==> src/rtl/dgf_pkg.sv <==
package dgf_pkg;

    // Default width of the timeout setting, in ticks.
    localparam int DGF_TMO_W_DEF = 8;

    // Per-cycle decision of the filter.
    typedef enum logic [2:0] {
        ACT_IDLE    = 3'd0,  // input equals output: clear the count
        ACT_WAIT    = 3'd1,  // input differs, no tick this cycle
        ACT_COUNT   = 3'd2,  // input differs, tick present: advance
        ACT_FLIP    = 3'd3,  // count matured: output takes input level
        ACT_RESTART = 3'd4   // setting changed: clear and hold
    } dgf_act_e;

endpackage

==> src/rtl/dgf_cfg_track.sv <==
module dgf_cfg_track #(
    parameter int TMO_W = 8
) (
    input  logic             clk,
    input  logic             rst_n,
    input  logic [TMO_W-1:0] tmo_in,
    output logic [TMO_W-1:0] tmo_q,
    output logic             restart
);

    logic [TMO_W-1:0] tmo_d;

    always_comb begin
        tmo_d   = tmo_in;
        restart = (tmo_in != tmo_q);
    end

    always_ff @(posedge clk or negedge rst_n) begin
        if (!rst_n) begin
            tmo_q <= '0;
        end else begin
            tmo_q <= tmo_d;
        end
    end

endmodule

==> src/rtl/dgf_dwell_cnt.sv <==
module dgf_dwell_cnt #(
    parameter int TMO_W = 8
) (
    input  logic             clk,
    input  logic             rst_n,
    input  logic             clear,
    input  logic             advance,
    input  logic [TMO_W-1:0] limit,
    output logic [TMO_W-1:0] cnt_q,
    output logic             mature
);

    logic [TMO_W-1:0] cnt_d;

    always_comb begin
        cnt_d = cnt_q;
        if (clear) begin
            cnt_d = '0;
        end else if (advance) begin
            cnt_d = cnt_q + 1'b1;
        end
        mature = (cnt_q >= limit);
    end

    always_ff @(posedge clk or negedge rst_n) begin
        if (!rst_n) begin
            cnt_q <= '0;
        end else begin
            cnt_q <= cnt_d;
        end
    end

endmodule

==> src/rtl/dgf_decide.sv <==
module dgf_decide
    import dgf_pkg::*;
(
    input  logic     raw_in,
    input  logic     out_q,
    input  logic     restart,
    input  logic     mature,
    input  logic     tick_en,
    output dgf_act_e act
);

    always_comb begin
        if (restart) begin
            act = ACT_RESTART;
        end else if (raw_in == out_q) begin
            act = ACT_IDLE;
        end else if (mature) begin
            act = ACT_FLIP;
        end else if (tick_en) begin
            act = ACT_COUNT;
        end else begin
            act = ACT_WAIT;
        end
    end

endmodule

==> src/rtl/deglitch_filter.sv <==
module deglitch_filter
    import dgf_pkg::*;
#(
    parameter int TMO_W = DGF_TMO_W_DEF
) (
    input  logic             clk,
    input  logic             rst_n,
    input  logic             tick_en,
    input  logic             raw_in,
    input  logic [TMO_W-1:0] timeout_in,
    output logic             filt_out
);

    typedef struct packed {
        logic out;
    } dgf_state_t;

    dgf_state_t       st_d, st_q;
    dgf_act_e         act;
    logic [TMO_W-1:0] tmo_lim;
    logic [TMO_W-1:0] dwell_cnt;
    logic             restart;
    logic             mature;
    logic             cnt_clear;
    logic             cnt_adv;

    dgf_cfg_track #(.TMO_W(TMO_W)) u_cfg (
        .clk     (clk),
        .rst_n   (rst_n),
        .tmo_in  (timeout_in),
        .tmo_q   (tmo_lim),
        .restart (restart)
    );

    dgf_decide u_dec (
        .raw_in  (raw_in),
        .out_q   (st_q.out),
        .restart (restart),
        .mature  (mature),
        .tick_en (tick_en),
        .act     (act)
    );

    dgf_dwell_cnt #(.TMO_W(TMO_W)) u_cnt (
        .clk     (clk),
        .rst_n   (rst_n),
        .clear   (cnt_clear),
        .advance (cnt_adv),
        .limit   (tmo_lim),
        .cnt_q   (dwell_cnt),
        .mature  (mature)
    );

    always_comb begin
        st_d      = st_q;
        cnt_clear = (act == ACT_IDLE) || (act == ACT_FLIP) || (act == ACT_RESTART);
        cnt_adv   = (act == ACT_COUNT);
        if (act == ACT_FLIP) begin
            st_d.out = raw_in;
        end
    end

    always_ff @(posedge clk or negedge rst_n) begin
        if (!rst_n) begin
            st_q <= '0;
        end else begin
            st_q <= st_d;
        end
    end

    assign filt_out = st_q.out;

endmodule

==> config.mk <==
export PLATFORM = sky130hd
export DESIGN_NAME = deglitch_filter
export DESIGN_NICKNAME = d
export VERILOG_FILES = /design/src/rtl/dgf_pkg.sv /design/src/rtl/dgf_cfg_track.sv /design/src/rtl/dgf_dwell_cnt.sv /design/src/rtl/dgf_decide.sv /design/src/rtl/deglitch_filter.sv
export SDC_FILE = /design/constraint.sdc
export NUM_CORES = 1
export LEC_CHECK = 0
export ABC_CLOCK_PERIOD_IN_PS = 2500
export BUFFER_PORTS_ARGS = -buffer_cell sky130_fd_sc_hd__buf_2
export CORE_MARGIN = 1
export CORE_UTILIZATION = 50
export CTS_BUF_LIST = sky130_fd_sc_hd__clkbuf_4 sky130_fd_sc_hd__clkbuf_8
export DETAILED_ROUTE_END_ITERATION = 16
export GPL_TIMING_DRIVEN = 0
export PLACE_DENSITY = 0.78
export SYNTH_ARGS = -nofsm -noshare
export SYNTH_HDL_FRONTEND = slang
export SYNTH_SLANG_ARGS = --single-unit
==> constraint.sdc <==
create_clock -name clk -period 2.5 [get_ports clk]
set_input_delay 0.25 -clock clk [delete_from_list [all_inputs] [get_ports clk]]
set_output_delay 0.25 -clock clk [all_outputs]
set_load 0.005 [all_outputs]
* Yosys cells after proc, flatten, opt, wreduce, memory -nomap -nowiden *
Index checks and enable logic that the tools add are counted.

word-level totals
  register bits = 17
  output and inout bits = 1

operators by class
  add/subtract/negate cells = 1
  order comparisons = 1
  eq/ne operators = 5
  mux-type cells = 6
  reductions and logical operators = 4

operators by type and width
  cell                                           count
  two-way mux 8 bit                              2
  two-way mux 3 bit                              3
  adder 8 x 1 -> 8 bit, second input constant    1
  >= comparator 8 bit                            1
  inequality test 8 bit                          1
  == test 3 x 2 -> 1 bit, second input constant  2
  == test 3 bit, second input constant           1
  logical NOT 3 bit                              1
  logical OR 1 bit                               2
  two-way mux 2 bit                              1
  nonzero test 2 bit                             1
  == test 1 bit                                  1

* Depth between registers and ports, before layout *
  depth after elaboration = 8
  depth in mapped cells = 6

* Cells and area by module *
From an unflattened synthesis, not the netlist that was laid out.

unflattened totals
  cells, all modules = 91
  area, all modules = 985.9 sq um

modules (own cells, without submodules)
  module           instances  cells each  area each (sq um)  seq. area each (sq um)
  dgf_dwell_cnt    1          60          583.1              200.2
  dgf_cfg_track    1          19          286.5              200.2
  deglitch_filter  1          5           72.6               25.0
  dgf_decide       1          7           43.8               0.0

* Worst setup path after synthesis *
OpenSTA, ideal clock, no wires.

  path kind = register -> register
  start = register u_cnt.cnt_q[2]
  end = register st_q (netlist: filt_out)
  library setup time = 0.124 ns
  arrival time = 1.634 ns
  required time = 2.376 ns
  path slack = 0.742 ns
  cell stages (with the launch flop) = 6
  path buffers = 0
  period minus slack after synthesis = 1.758 ns
  path through = dfrtp_1 -> ha_1 -> or4_4 -> a21oi_4 -> o31ai_2 -> a211o_1

on the way
  cells in the longest elaborated chain, start to end = 5

ends and longest elaborated chain
  what                    RTL line               RTL
  from (decl)             dgf_dwell_cnt.sv:9     output logic [TMO_W-1:0] cnt_q,
  from (signal assigned)  dgf_dwell_cnt.sv:29    cnt_q <= cnt_d;
  >= comparator 8 bit     dgf_dwell_cnt.sv:22    mature = (cnt_q >= limit);
  two-way mux 3 bit       dgf_decide.sv:17       end else if (mature) begin
  two-way mux 3 bit       dgf_decide.sv:15       end else if (raw_in == out_q) begin
  two-way mux 3 bit       dgf_decide.sv:13       if (restart) begin
  == test 3 x 2 -> 1 bit  deglitch_filter.sv:58  if (act == ACT_FLIP) begin
  to (signal assigned)    deglitch_filter.sv:67  st_q <= st_d;
  to (decl)               deglitch_filter.sv:18  dgf_state_t st_d, st_q;

Every way passes these cells.
A chain may end at the register's enable or synchronous reset.

* Worst setup path in the final report *
Ends and elaborated chain as after synthesis.

==> summary.md <==
| Metric | Value |
|---|---|
| NetSw | `107 uW` |
| Total grt overflow | `0` |
| H-Tree Depth | `1` |
| Most frequent cells in the layout | `dfrtp_1, xor2_1, buf_2, nor3_1, ha_1` |
| Hold Path End | `u_cfg.tmo_q[5]` |
| Detailed placement HPWL | `1230 um` |
| CP Launch Type | `flop` |
| Die Area | `2040 sq um` |
| Number of global-route vias before repair | `683` |
| Worst reg2reg setup slack | `600 ps` |
| Final setup TNS | `0 ps` |
| Cell count after synthesis | `84` |
| RSZ-0062 raised after global routing | `false` |
| CTS root buf | `clkbuf_4` |
| LEAKAGE | `0.514 nW` |
| Pwr dens | `453 nW/um^2` |
| Routing usage on met2 | `35.1%` |
| Critical R2R Capture | `filt_out` |
| Total routed wirelength | `1590 um` |
| Routing usage on met1 | `21.1%` |
| Final hold vios | `0` |
| Min-delay src | `timeout_in[5]` |
| Global Route met3 Usage | `6.00%` |
| Final setup violating endpoints | `0` |
| Comb pwr share | `9.2%` |
| Pin count of the biggest net entering global routing | `18` |
| Die Ht | `45.2 um` |
| Clk_skew | `0.929 ps` |
| Sink Count | `17` |
| Switching fraction of total power | `22.3%` |
| Area post-placement | `1020 sq um` |
| N_diodes | `0` |
| Yosys warns | `0` |
| Post-CTS Resized | `0` |
| Fin crit period | `1900 ps` |
| Tcrit/Tclk final | `76.1%` |
| Slew Viols, Final | `0` |
| Status | `complete, no violations` |
| CP max FO | `9` |
| Clk buf depth | `2` |
| Area grow syn2layout | `14.1%` |
| Syn nets | `105` |
| R2R cell count | `5` |
| Hold Slack | `92.9 ps` |
| Class of the worst hold path | `primary input to flop` |
| Port Buffers | `12` |
| CTS tree | `built` |
| Avg Inst Size Synth | `11.1 sq um` |
| Core region area | `1730 sq um` |
| Most Used Layer, Global Route | `met2` |
| FILL cells | `175` |
| Critical path required time | `2670 ps` |
| Antenna-violating nets left | `0` |
| Layout cells sized above 1 | `19.8%` |
| Max Clock Freq | `0.525 GHz` |
| Max cap viols | `0` |
| Internal Pwr Total | `374 uW` |
| First DRT Iteration DRCs | `11` |
| Number of remaining DRC errors | `0` |
| Pre-antenna DRT Iters | `4` |
| Final instance area | `1060 sq um` |
| Reg-to-Reg Start | `u_cnt.cnt_q[2]` |
| Post-synth cell types | `24` |
| Clk slew on worst S/H paths | `90 ps` |
| Antenna violations before repair | `0` |
| #FFs+latches synth | `17` |
| Critical path type | `flop to flop` |
| CTS buffer count | `3` |
| VDD IR max | `309 uV` |
| Vias per std cell | `5.31` |
| Worst hold stages | `1` |
| First-pass GRT wire length | `2750 um` |
| Post-Synthesis Cell Area | `931 sq um` |
| Top cells by area, synth | `dfrtp_1, ha_1, xor2_1` |
| FP Rows | `15` |
| Clk pwr share | `31.4%` |
| Worst Path Arrival | `2070 ps` |
| Reg area | `425 sq um` |
| Area leader, netlist | `dfrtp_1` |
| Tot GR Track Use | `19.2%` |
| Number of I/O pins | `13` |
| Worst slew pin tran | `695 ps` |
| Area of the multi-input gates | `475 sq um` |
| Commonest non-fill, non-tap cell in the layout | `dfrtp_1` |
| Synth top area share | `45.7%` |
| Final Wtd Congestion | `0.764` |
| Vias | `669` |
| Endpoint type of the worst setup path | `flop` |
| Final total power | `481 uW` |
| Worst skew pair latency | `280 ps` |
| Die Span X | `45.2 um` |
| Nets@finish | `123` |
| Sequential element share of the synthesized area | `45.7%` |
| WL/cell | `12.6 um` |
| Reg power frac | `59.4%` |
| Initial Util | `53.9%` |
| Slew HR | `53.4%` |
[synth_stat cells]
cell and number:
a211o_1 1, a211oi_1 1, a21boi_0 1, a21o_1 1, a21oi_1 1, a21oi_4 1
and3_1 1, dfrtp_1 17, ha_1 9, inv_1 8, mux2i_1 1, nand2_1 4
nand2b_1 1, nand3_1 2, nand4_1 2, nor2_1 2, nor3_1 9, nor4_1 2
o211a_1 1, o311a_2 1, o31ai_2 1, or4_4 1, xnor2_1 4, xor2_1 12
[cells by family (layout without fill, tap and decap cells)]
group | after synthesis | after routing | synth area share (%)
AND/OR/NAND/NOR | 24 | 24 | 13.6
AO/OA/AOI/OAI | 9 | 9 | 9.27
flip-flops | 17 | 17 | 45.7
adder cells (fa/ha/maj) | 9 | 9 | 12.1
buffers and inverters | 8 | 25 | 3.23
multiplexers | 1 | 1 | 1.08
XOR/XNOR | 16 | 16 | 15.1
[cell type report]
class	count	area share (%)
flip-flops and latches	17	40.0
clock buffers	4	2.83
well taps	25	2.94
multi-input cells	59	44.8
repair buffers	13	6.60
inverters	8	2.83
[how the worst max path moves through the flow]
stage	startpoint	to	slack (ps)
final	u_cnt.cnt_q[2]	filt_out	600
after global routing	u_cnt.cnt_q[0]	u_cnt.cnt_q[7]	490
after floorplan	u_cnt.cnt_q[2]	filt_out	740
after global placement	u_cnt.cnt_q[2]	filt_out	620
after CTS	u_cnt.cnt_q[4]	u_cnt.cnt_q[6]	580
after detailed placement	u_cnt.cnt_q[2]	filt_out	600
[layer usage]
layer	part of all wire (%)	wire [um]
met5	0	0
met1	44	699
met3	3.7	59
met2	51	815
met4	0.76	12
[repair_timing]
item                      4_1_cts  5_1_grt
setup buffers                   0        0
hold buffers                    1        0
hold endpoints to repair       17        0
[sequential cells by signal, summed over array words and instances, names as in the netlist]
name and count:
filt_out 1, u_cnt.cnt_q 8, u_cfg.tmo_q 8
[power by group through the flow]
stage               registers, mW  logic (mW)  clock network (mW)
finish                      0.286      0.0445               0.151
global placement            0.291      0.0423                   0
global route                0.287      0.0513               0.171
floorplan                   0.291      0.0225                   0
CTS                         0.286      0.0458               0.159
detailed placement          0.291      0.0443                   0
[worst max-delay path: stages, from the launching register on]
cell     delay (ps)
dfrtp_1         440
ha_1            220
or4_4           520
a21oi_4         140
o31ai_2         160
a211o_1         310
[metrics by stage]
step | instances | worst slack, ps | utilization [%]
finish | 126 | 596 | 61.5
floorplan | 84 | 742 | -
global route | 126 | 485 | 61.5
detailed placement | 121 | 605 | 59.2
global placement | 121 | 620 | 59.2
CTS | 126 | 579 | 61.5
Power figures use the tool's default switching activity.
